==> src/rtl/tbcap_pkg.sv <==
`timescale 1ns/1ps
package tbcap_pkg;
  localparam int unsigned REG_AW = 2;

  localparam logic [REG_AW-1:0] ADDR_STAT = 2'd0;
  localparam logic [REG_AW-1:0] ADDR_CAPT = 2'd1;

  // status / control bit positions
  localparam int unsigned B_TBF   = 0;  // timebase flag (read-only)
  localparam int unsigned B_TBIE  = 1;  // timebase interrupt enable
  localparam int unsigned B_DBL   = 2;  // period doubling
  localparam int unsigned B_CIE   = 3;  // capture interrupt enable
  localparam int unsigned B_CFALL = 4;  // capture on falling edge
  localparam int unsigned B_CF    = 5;  // capture flag (read-only)
endpackage

==> src/rtl/tbcap_prescaler.sv <==
`timescale 1ns/1ps
module tbcap_prescaler #(
  parameter int unsigned DIV = 32
) (
  input  logic clk,
  input  logic rst,
  output logic tick
);
  localparam int unsigned PW = (DIV > 1) ? $clog2(DIV) : 1;
  localparam logic [PW-1:0] LAST = PW'(DIV - 1);

  logic [PW-1:0] pre_q;

  always_ff @(posedge clk) begin
    if (rst)
      pre_q <= '0;
    else if (pre_q == LAST)
      pre_q <= '0;
    else
      pre_q <= pre_q + 1'b1;
  end

  assign tick = (pre_q == LAST);
endmodule

==> src/rtl/tbcap_timebase.sv <==
`timescale 1ns/1ps
module tbcap_timebase #(
  parameter int unsigned CNT_W = 8,
  parameter int unsigned WRAP  = 249
) (
  input  logic             clk,
  input  logic             rst,
  input  logic             tick,
  input  logic             dbl,
  output logic [CNT_W-1:0] cnt,
  output logic             wrap_now,
  output logic             period_evt
);
  localparam logic [CNT_W-1:0] TOP = CNT_W'(WRAP);

  logic [CNT_W-1:0] cnt_q;
  logic             half_q;

  assign wrap_now   = tick && (cnt_q == TOP);
  assign period_evt = wrap_now && (!dbl || half_q);

  always_ff @(posedge clk) begin
    if (rst) begin
      cnt_q  <= '0;
      half_q <= 1'b0;
    end else begin
      if (tick)
        cnt_q <= wrap_now ? '0 : cnt_q + 1'b1;
      if (!dbl)
        half_q <= 1'b0;
      else if (wrap_now)
        half_q <= ~half_q;
    end
  end

  assign cnt = cnt_q;
endmodule

==> src/rtl/tbcap_capture.sv <==
`timescale 1ns/1ps
module tbcap_capture #(
  parameter int unsigned CNT_W = 8,
  parameter int unsigned SYNC  = 2
) (
  input  logic             clk,
  input  logic             rst,
  input  logic             pin,
  input  logic             fall_sel,
  input  logic             flag_busy,
  input  logic [CNT_W-1:0] cnt,
  output logic             cap_evt,
  output logic [CNT_W-1:0] cap_val
);
  logic [SYNC-1:0]  sync_q;
  logic             prev_q;
  logic             pin_s;
  logic             hit;
  logic [CNT_W-1:0] val_q;

  assign pin_s = sync_q[SYNC-1];

  always_ff @(posedge clk) begin
    if (rst) begin
      sync_q <= '0;
      prev_q <= 1'b0;
    end else begin
      sync_q <= SYNC'({sync_q, pin});
      prev_q <= pin_s;
    end
  end

  assign hit     = fall_sel ? (prev_q && !pin_s) : (!prev_q && pin_s);
  assign cap_evt = hit && !flag_busy;

  always_ff @(posedge clk) begin
    if (rst)
      val_q <= '0;
    else if (cap_evt)
      val_q <= cnt;
  end

  assign cap_val = val_q;
endmodule

==> src/rtl/tbcap_regs.sv <==
`timescale 1ns/1ps
module tbcap_regs
  import tbcap_pkg::*;
#(
  parameter int unsigned DW = 8
) (
  input  logic              clk,
  input  logic              rst,
  input  logic [REG_AW-1:0] addr,
  input  logic              wr_en,
  input  logic [DW-1:0]     wr_data,
  input  logic              rd_en,
  input  logic              tb_evt,
  input  logic              cap_evt,
  input  logic [DW-1:0]     cap_val,
  output logic [DW-1:0]     ctrl,
  output logic              tb_flag,
  output logic              cap_flag,
  output logic [DW-1:0]     rd_data,
  output logic              tb_irq,
  output logic              cap_irq
);
  localparam logic [DW-1:0] WMASK = (DW'(1) << B_TBIE) | (DW'(1) << B_DBL) |
                                    (DW'(1) << B_CIE)  | (DW'(1) << B_CFALL);

  logic [DW-1:0] ctrl_q, ctrl_nx, stat_word, rd_nx;
  logic          tbf_q, tbf_nx, cf_q, cf_nx;
  logic          tb_clr, cap_clr;

  assign tb_clr  = rd_en && (addr == ADDR_STAT);
  assign cap_clr = rd_en && (addr == ADDR_CAPT);

  always_comb begin
    ctrl_nx = ctrl_q;
    if (wr_en && (addr == ADDR_STAT))
      ctrl_nx = wr_data & WMASK;
    // setting events win over clearing reads
    tbf_nx = tb_evt  ? 1'b1 : (tb_clr  ? 1'b0 : tbf_q);
    cf_nx  = cap_evt ? 1'b1 : (cap_clr ? 1'b0 : cf_q);

    stat_word        = ctrl_q;
    stat_word[B_TBF] = tbf_q;
    stat_word[B_CF]  = cf_q;

    rd_nx = '0;
    if (rd_en) begin
      case (addr)
        ADDR_STAT: rd_nx = stat_word;
        ADDR_CAPT: rd_nx = cap_val;
        default:   rd_nx = '0;
      endcase
    end
  end

  always_ff @(posedge clk) begin
    if (rst) begin
      ctrl_q  <= '0;
      tbf_q   <= 1'b0;
      cf_q    <= 1'b0;
      rd_data <= '0;
      tb_irq  <= 1'b0;
      cap_irq <= 1'b0;
    end else begin
      ctrl_q  <= ctrl_nx;
      tbf_q   <= tbf_nx;
      cf_q    <= cf_nx;
      rd_data <= rd_nx;
      tb_irq  <= tbf_nx && ctrl_nx[B_TBIE];
      cap_irq <= cf_nx  && ctrl_nx[B_CIE];
    end
  end

  assign ctrl     = ctrl_q;
  assign tb_flag  = tbf_q;
  assign cap_flag = cf_q;
endmodule

==> src/rtl/tbcap_timer.sv <==
`timescale 1ns/1ps
module tbcap_timer
  import tbcap_pkg::*;
#(
  parameter int unsigned CNT_W    = 8,
  parameter int unsigned PRESCALE = 32,
  parameter int unsigned WRAP_VAL = 249,
  parameter int unsigned SYNC     = 2
) (
  input  logic              clk,
  input  logic              rst,
  input  logic [REG_AW-1:0] addr,
  input  logic              wr_en,
  input  logic [CNT_W-1:0]  wr_data,
  input  logic              rd_en,
  output logic [CNT_W-1:0]  rd_data,
  input  logic              cap_pin,
  output logic              tb_irq,
  output logic              cap_irq
);
  logic             tick;
  logic [CNT_W-1:0] cnt_w;
  logic             wrap_w;
  logic             period_evt;
  logic             cap_evt;
  logic [CNT_W-1:0] cap_val;
  logic [CNT_W-1:0] ctrl_q;
  logic             tb_flag;
  logic             cap_flag;

  tbcap_prescaler #(.DIV(PRESCALE)) u_pre (
    .clk  (clk),
    .rst  (rst),
    .tick (tick)
  );

  tbcap_timebase #(.CNT_W(CNT_W), .WRAP(WRAP_VAL)) u_tb (
    .clk        (clk),
    .rst        (rst),
    .tick       (tick),
    .dbl        (ctrl_q[B_DBL]),
    .cnt        (cnt_w),
    .wrap_now   (wrap_w),
    .period_evt (period_evt)
  );

  tbcap_capture #(.CNT_W(CNT_W), .SYNC(SYNC)) u_cap (
    .clk       (clk),
    .rst       (rst),
    .pin       (cap_pin),
    .fall_sel  (ctrl_q[B_CFALL]),
    .flag_busy (cap_flag),
    .cnt       (cnt_w),
    .cap_evt   (cap_evt),
    .cap_val   (cap_val)
  );

  tbcap_regs #(.DW(CNT_W)) u_regs (
    .clk      (clk),
    .rst      (rst),
    .addr     (addr),
    .wr_en    (wr_en),
    .wr_data  (wr_data),
    .rd_en    (rd_en),
    .tb_evt   (period_evt),
    .cap_evt  (cap_evt),
    .cap_val  (cap_val),
    .ctrl     (ctrl_q),
    .tb_flag  (tb_flag),
    .cap_flag (cap_flag),
    .rd_data  (rd_data),
    .tb_irq   (tb_irq),
    .cap_irq  (cap_irq)
  );
endmodule

==> config.mk <==
export PLATFORM = sky130hd
export DESIGN_NAME = tbcap_timer
export DESIGN_NICKNAME = d
export VERILOG_FILES = /design/src/rtl/tbcap_pkg.sv /design/src/rtl/tbcap_prescaler.sv /design/src/rtl/tbcap_timebase.sv /design/src/rtl/tbcap_capture.sv /design/src/rtl/tbcap_regs.sv /design/src/rtl/tbcap_timer.sv
export SDC_FILE = /design/constraint.sdc
export NUM_CORES = 1
export LEC_CHECK = 0
export BUFFER_PORTS_ARGS = -buffer_cell sky130_fd_sc_hd__buf_2
export CORE_UTILIZATION = 59
export CTS_BUF_LIST = sky130_fd_sc_hd__clkbuf_8 sky130_fd_sc_hd__clkbuf_16
export DETAILED_ROUTE_END_ITERATION = 12
export PLACE_DENSITY = 0.82
export SETUP_SLACK_MARGIN = 0.05
export SLEW_MARGIN = 20
export SYNTH_ARGS = -nofsm -noshare
export SYNTH_HDL_FRONTEND = slang
export SYNTH_SLANG_ARGS = --single-unit
==> constraint.sdc <==
create_clock -name clk -period 4.5 [get_ports clk]
set_input_delay 0.9 -clock clk [delete_from_list [all_inputs] [get_ports clk]]
set_output_delay 0.9 -clock clk [all_outputs]
set_load 0.01 [all_outputs]
Word level (Yosys, flattened, before mapping)
Index checks and enable logic that the tools add are counted.
W data, S select, Z words.
- add/subtract/negate cells: 2
- equal/unequal tests: 3
- muxes and demuxes: 8
- bitwise gates (word level): 3
- reduce and logical (&&, ||, !) cells: 19
- operators by type and width (cell ; count):
    $pmux W8 S2 ; 1
    $logic_and A1 B1 Y1 ; 10
    $add A8 B1 Y8 const B ; 1
    $eq A8 B8 Y1 const B ; 1
    $mux W8 ; 1
    $reduce_or A2 Y1 ; 3
    $add A5 B1 Y5 const B ; 1
    $eq A5 B5 Y1 const B ; 1
    $mux W1 ; 5
    $logic_not A1 Y1 ; 4
    $mux W4 ; 1
    $not A1 Y1 ; 3
    $eq A2 B1 Y1 const B ; 1
    $logic_not A2 Y1 ; 1
    $logic_or A1 B1 Y1 ; 1
- flip-flop bits (word level): 41
- bits of input ports: 15
- output and inout port bits: 10
- word-level logic and storage cells: 48

Depth between registers and ports, before layout
- depth in word-level cells: 6
- depth in mapped cells: 7
- gate-level depth less buffers: 6

Cells and area by module
Synthesis repeated with hierarchy kept, for this count alone.
- cells, all modules: 174
- area total of the unflattened synthesis: 1773.0 sq um
- by module, submodules not included (module ; times used ; cells an instance ; area an instance (sq um)):
    tbcap_regs ; 1 ; 57 ; 615.6
    tbcap_timebase ; 1 ; 56 ; 490.5
    tbcap_capture ; 1 ; 44 ; 462.9
    tbcap_prescaler ; 1 ; 17 ; 203.9

Worst setup path before layout
Ideal clock, no wire load.
- kind: input to register
- from: input addr[0]
- to: register u_regs.tb_irq
- data arrival time: 1.660 ns
- required time: 4.422 ns
- path slack: 2.763 ns
- stages on the path: 4
- path buffers: 1
- cells stage by stage: clkbuf_1 -> nor3b_1 -> o32a_1 -> nor3_1
- longest elaborated chain between the ends: 5
- elaborated cells on any way between the ends: 7
- ends and longest elaborated chain (item ; RTL line ; RTL):
    from (decl) ; tbcap_timer.sv:12 ; input logic [REG_AW-1:0] addr,
    $logic_not A2 Y1 (*) ; tbcap_regs.sv:30, tbcap_regs.sv:35 ;
    $logic_and A1 B1 Y1 ; tbcap_regs.sv:30 ; assign tb_clr = rd_en && (addr == ADDR_STAT);
    $mux W1 (2 in a row) ; tbcap_regs.sv:38 ; tbf_nx = tb_evt ? 1'b1 : (tb_clr ? 1'b0 : tbf_q);
    $logic_and A1 B1 Y1 (*) ; tbcap_regs.sv:68 ; tb_irq <= tbf_nx && ctrl_nx[B_TBIE];
    to (signal assigned) ; tbcap_regs.sv:68 ;
    to (decl) ; tbcap_regs.sv:20 ; output logic tb_irq,
Mark *: on every way between the ends. The rest lies on a longest branch, timed or not.
A chain may end at the register's enable or synchronous reset.

Worst setup path in the final report
- from: register u_pre.pre_q[0]
- to: register u_regs.tb_irq
- longest elaborated chain between the ends: 5
- ends and longest elaborated chain (item ; RTL line ; RTL):
    from (decl) ; tbcap_prescaler.sv:12 ; logic [PW-1:0] pre_q;
    from (signal assigned) ; tbcap_prescaler.sv:20 ; pre_q <= pre_q + 1'b1;
    $eq A5 B5 Y1 ; tbcap_prescaler.sv:23 ; assign tick = (pre_q == LAST);
    $logic_and A1 B1 Y1 ; tbcap_timebase.sv:19 ; assign wrap_now = tick && (cnt_q == TOP);
    $logic_and A1 B1 Y1 ; tbcap_timebase.sv:20 ; assign period_evt = wrap_now && (!dbl || half_q);
    $mux W1 ; tbcap_regs.sv:38 ;
    $logic_and A1 B1 Y1 ; tbcap_regs.sv:68 ;
No other way between the ends.

==> impl_metrics.csv <==
group,metric,value,unit
pwr,internal_power,490,uW
routing,num_vias,1205,
routing,drc,0,
routing,dr.pass1.iters,4,
pwr,p_total,630,uW
logic_synthesis,synthesis.nets,187,
setup_path,slowest_delay,440,ps
timing,tns,0,ps
floorplan,chipHeight,56.0,um
floorplan,initial_core_util,0.623,
clock_tree,cts-resized-gates,0,
floorplan,rows,19,
clock_tree,root_buffer,"clkbuf_8",
job,maxCapViolations,0,
timing,finClkSkew,4.31,ps
clock_tree,clockBufferDepth,2,
timing,fin_crit,2050,ps
logic_synthesis,postSynthCellCount,168,
pwr,pwr_density_cell,332,nW/um2
global_routing,track_usage,0.211,
hold_path,hold_path_end,"u_cap.sync_q[1]$_SDFF_PP0_",
floorplan,dieArea,3130,um2
hold_path,hp-start,"u_cap.sync_q[0]$_SDFF_PP0_",
clock_tree,cts.reportedPaths.clkPinSlew,80,ps
setup_path,cp_num_buf_inv,0,
logic_synthesis,syn_area,1720,um2
layout,nFillCells,209,
timing,setup_viol,0,
global_routing,grt_pass1_wl,4970,um
hold_path,whs_path_depth,1,
logic_synthesis,ys_ff_latch,41,
floorplan,die_w,56.0,um
timing,rsz0062_at_grt,"no",
setup_path,cp.arrival,2270,ps
floorplan,num_io_pins,25,
routing,final_antenna_net_count,0,
clock_tree,cts_tree,"yes",
setup_path,rrSetupSlack,2450,ps
clock_tree,cts_setup_buffers,0,
layout,layout-drive-gt1-share,0.186,
global_routing,grt_max_degree,44,
layout,diodes,0,
setup_path,critPathTopFamily,"adder cells",
setup_path,regToRegEndpoint,"u_regs.tb_irq$_SDFF_PP0_",
setup_path,cp_slowest_cell,"o32a_1",
clock_tree,clock-sinks,41,
logic_synthesis,avgSynthCellArea,10.2,um2
pwr,switching_share,0.223,
pwr,switchingPower,140,uW
timing,worst_slew_pin_slew,644,ps
floorplan,design.core.area,2760,um2
pwr,ir_drop,0.286,mV
placement,hpwlAfterDp,2000,um
routing,finalWirelength,2910,um
setup_path,reg2reg_depth,6,
timing,drv_slew,0,
clock_tree,cts-htree-levels,2,
setup_path,start_kind,"flip-flop",
logic_synthesis,synthAdderAreaFrac,0.0291,
setup_path,crit_fanout,13,
logic_synthesis,synth_cell_types,37,
setup_path,worstPathCellList,"ha_1, and3_1, ha_1, nand4_2, o32a_1, nor3_1",
global_routing,antenna_found_initial,0,
clock_tree,hold_buffers,0,
logic_synthesis,synth_top_family_by_area,"simple AND/OR/NAND/NOR gates",
placement,gp_congestion,0.728,
pwr,p_comb_frac,0.052,
routing,wl_per_cell,13.3,um
clock_tree,numCtsBuffers,5,
timing,hold_viol,0,
pwr,p_clk_frac,0.354,
layout,areaGrowthSynthToFinish,10.5,%
routing,drtIter0Drc,18,
logic_synthesis,ys_seq_area_frac,0.477,
setup_path,path_class,"reg2reg",
global_routing,gr-total-overflow,0,
timing,slew_headroom,0.571,
logic_synthesis,synthMuxAreaShare,0.105,
logic_synthesis,synth_simple_gate_area_frac,0.260,
timing,period_share,0.456,
hold_path,hold_path_class,"reg2reg",
setup_path,cp_common_cell,"ha_1",
logic_synthesis,yosysWarnings,0,
logic_synthesis,synth-compound-area-share,0.0728,
placement,io_buffers,20,
layout,num-nets-final,206,
timing,timing.fmax,487,MHz
pwr,sequentialPowerShare,0.594,
setup_path,crit_required,4720,ps
routing,vias_per_cell,5.50,
global_routing,grt_pass1_vias,1194,
pwr,p_leak,0.780,nW
outcome,status,"complete, no violations",
setup_path,r2r-start,"u_pre.pre_q[0]$_SDFF_PP0_",
setup_path,end_kind,"flip-flop",
clock_tree,worstSkewPairLatency,290,ps
logic_synthesis,synthXorXnorAreaFrac,0.0255,
==> cells by family after synthesis <==
family                     Yosys count
adders and majority gates            4
buffers and inverters               11
xor gates and xnor gates             5
muxes                               18
and+or+nand+nor                     72
DFF                                 41
AOI/OAI and AO/OA                   17
==> cell type report <==
class	instances	area (um2)	area share
Inverter	3	11.3	0.00593
Clock buffer	5	68.8	0.0362
Timing Repair Buffer	20	100	0.0527
Multi-Input combinational cell	116	846	0.445
Clock inverter	3	13.8	0.00725
Sequential cell	41	821	0.432
Tap cell	31	38.8	0.0204
==> cell usage in the layout (no fill, tap or decap), drive strengths merged, types with 2 or more instances in the layout <==
master,Yosys,final
a21oi,5,5
a311oi,2,2
a31oi,2,2
and3,3,3
buf,2,20
clkbuf,6,5
clkinv,0,2
dfxtp,41,41
ha,4,4
inv,3,4
mux2i,18,18
nand2,9,9
nand2b,8,8
nand3b,2,2
nand4,4,4
nor2,12,12
nor2b,6,6
nor3,7,7
nor3b,5,5
o21ai,3,3
or2b,9,9
or3,2,2
or3b,2,2
xor2,4,4
==> worst max path at each step <==
stage,to,slack [ps],depth (start not counted),start
4_1_cts,u_regs.tb_irq$_SDFF_PP0_,2440,6,u_pre.pre_q[0]$_SDFF_PP0_
5_1_grt,u_regs.tb_irq$_SDFF_PP0_,2260,6,u_pre.pre_q[0]$_SDFF_PP0_
3_5_place_dp,u_regs.cap_irq$_SDFF_PP0_,2480,4,addr[0]
6_report,u_regs.tb_irq$_SDFF_PP0_,2450,6,u_pre.pre_q[0]$_SDFF_PP0_
2_1_floorplan,u_regs.tb_irq$_SDFF_PP0_,2760,4,addr[0]
3_3_place_gp,u_regs.cap_irq$_SDFF_PP0_,2490,4,addr[0]
==> registers in the layout (all words and copies together), names as in the netlist <==
signal,cells
u_regs.cap_flag,1
u_tb.half_q,1
u_cap.sync_q,2
u_regs.ctrl,4
u_cap.cap_val,8
u_regs.tb_irq,1
u_cap.prev_q,1
u_tb.cnt,8
u_regs.tb_flag,1
u_regs.rd_data,8
u_pre.pre_q,5
u_regs.cap_irq,1
==> worst reg2reg max path: stages (launching register included) <==
cell	delay, ps
dfxtp_1	360
ha_1	200
and3_1	170
ha_1	400
nand4_2	260
o32a_1	440
nor3_1	160
==> synth_stat cells (all sizes together) <==
cell type	n	area [um2]
nor2b	6	37.5
and4	1	8.76
clkbuf	6	22.5
nand2b	8	50.1
nand3b	2	15.0
nand3	1	5.00
nor2	12	45.0
a311oi	2	17.5
a31oi	2	12.5
nand4	4	31.3
a21o	1	8.76
o32a	1	10.0
nand4b	1	23.8
or3	2	12.5
or3b	2	20.0
a211oi	1	7.51
o21ba	1	10.0
or2b	9	67.6
o21ai	3	15.0
mux2i	18	180
xor2	4	35.0
nand2	9	33.8
a21oi	5	36.3
o211ai	1	7.51
dfxtp	41	821
nor3	7	35.0
buf	2	18.8
inv	3	11.3
xnor2	1	8.76
and3	3	18.8
nor3b	5	42.5
ha	4	50.1
==> power groups by stage <==
stage / sequential (mW) / combinational (mW) / clock (mW)
floorplan: 0.381 / 0.0244 / 0
global placement: 0.382 / 0.0311 / 0
detailed placement: 0.382 / 0.0325 / 0
CTS: 0.374 / 0.0330 / 0.229
global route: 0.375 / 0.0364 / 0.245
finish: 0.374 / 0.0327 / 0.223
==> through the flow <==
stage | setup WS [ps] | hold slack [ps] | util | instance area, um2 | std cells
3_3_place_gp | 2490 | 418 | 0.659 | 1820 | 211
6_report | 2450 | 458 | 0.689 | 1900 | 219
3_5_place_dp | 2480 | 448 | 0.659 | 1820 | 211
4_1_cts | 2440 | 463 | 0.689 | 1900 | 219
5_1_grt | 2260 | 479 | 0.689 | 1900 | 219
2_1_floorplan | 2760 | 414 | - | 1720 | 168
==> per-layer routing <==
layer  up-vias  part of all wire  global-route usage
li1        616                 -                   -
met1       554              0.45               0.232
met2        28              0.48               0.354
met3         7             0.041              0.0674
met4         0             0.025               0.125
met5         -                 0                   0
Power figures use the tool's default switching activity.
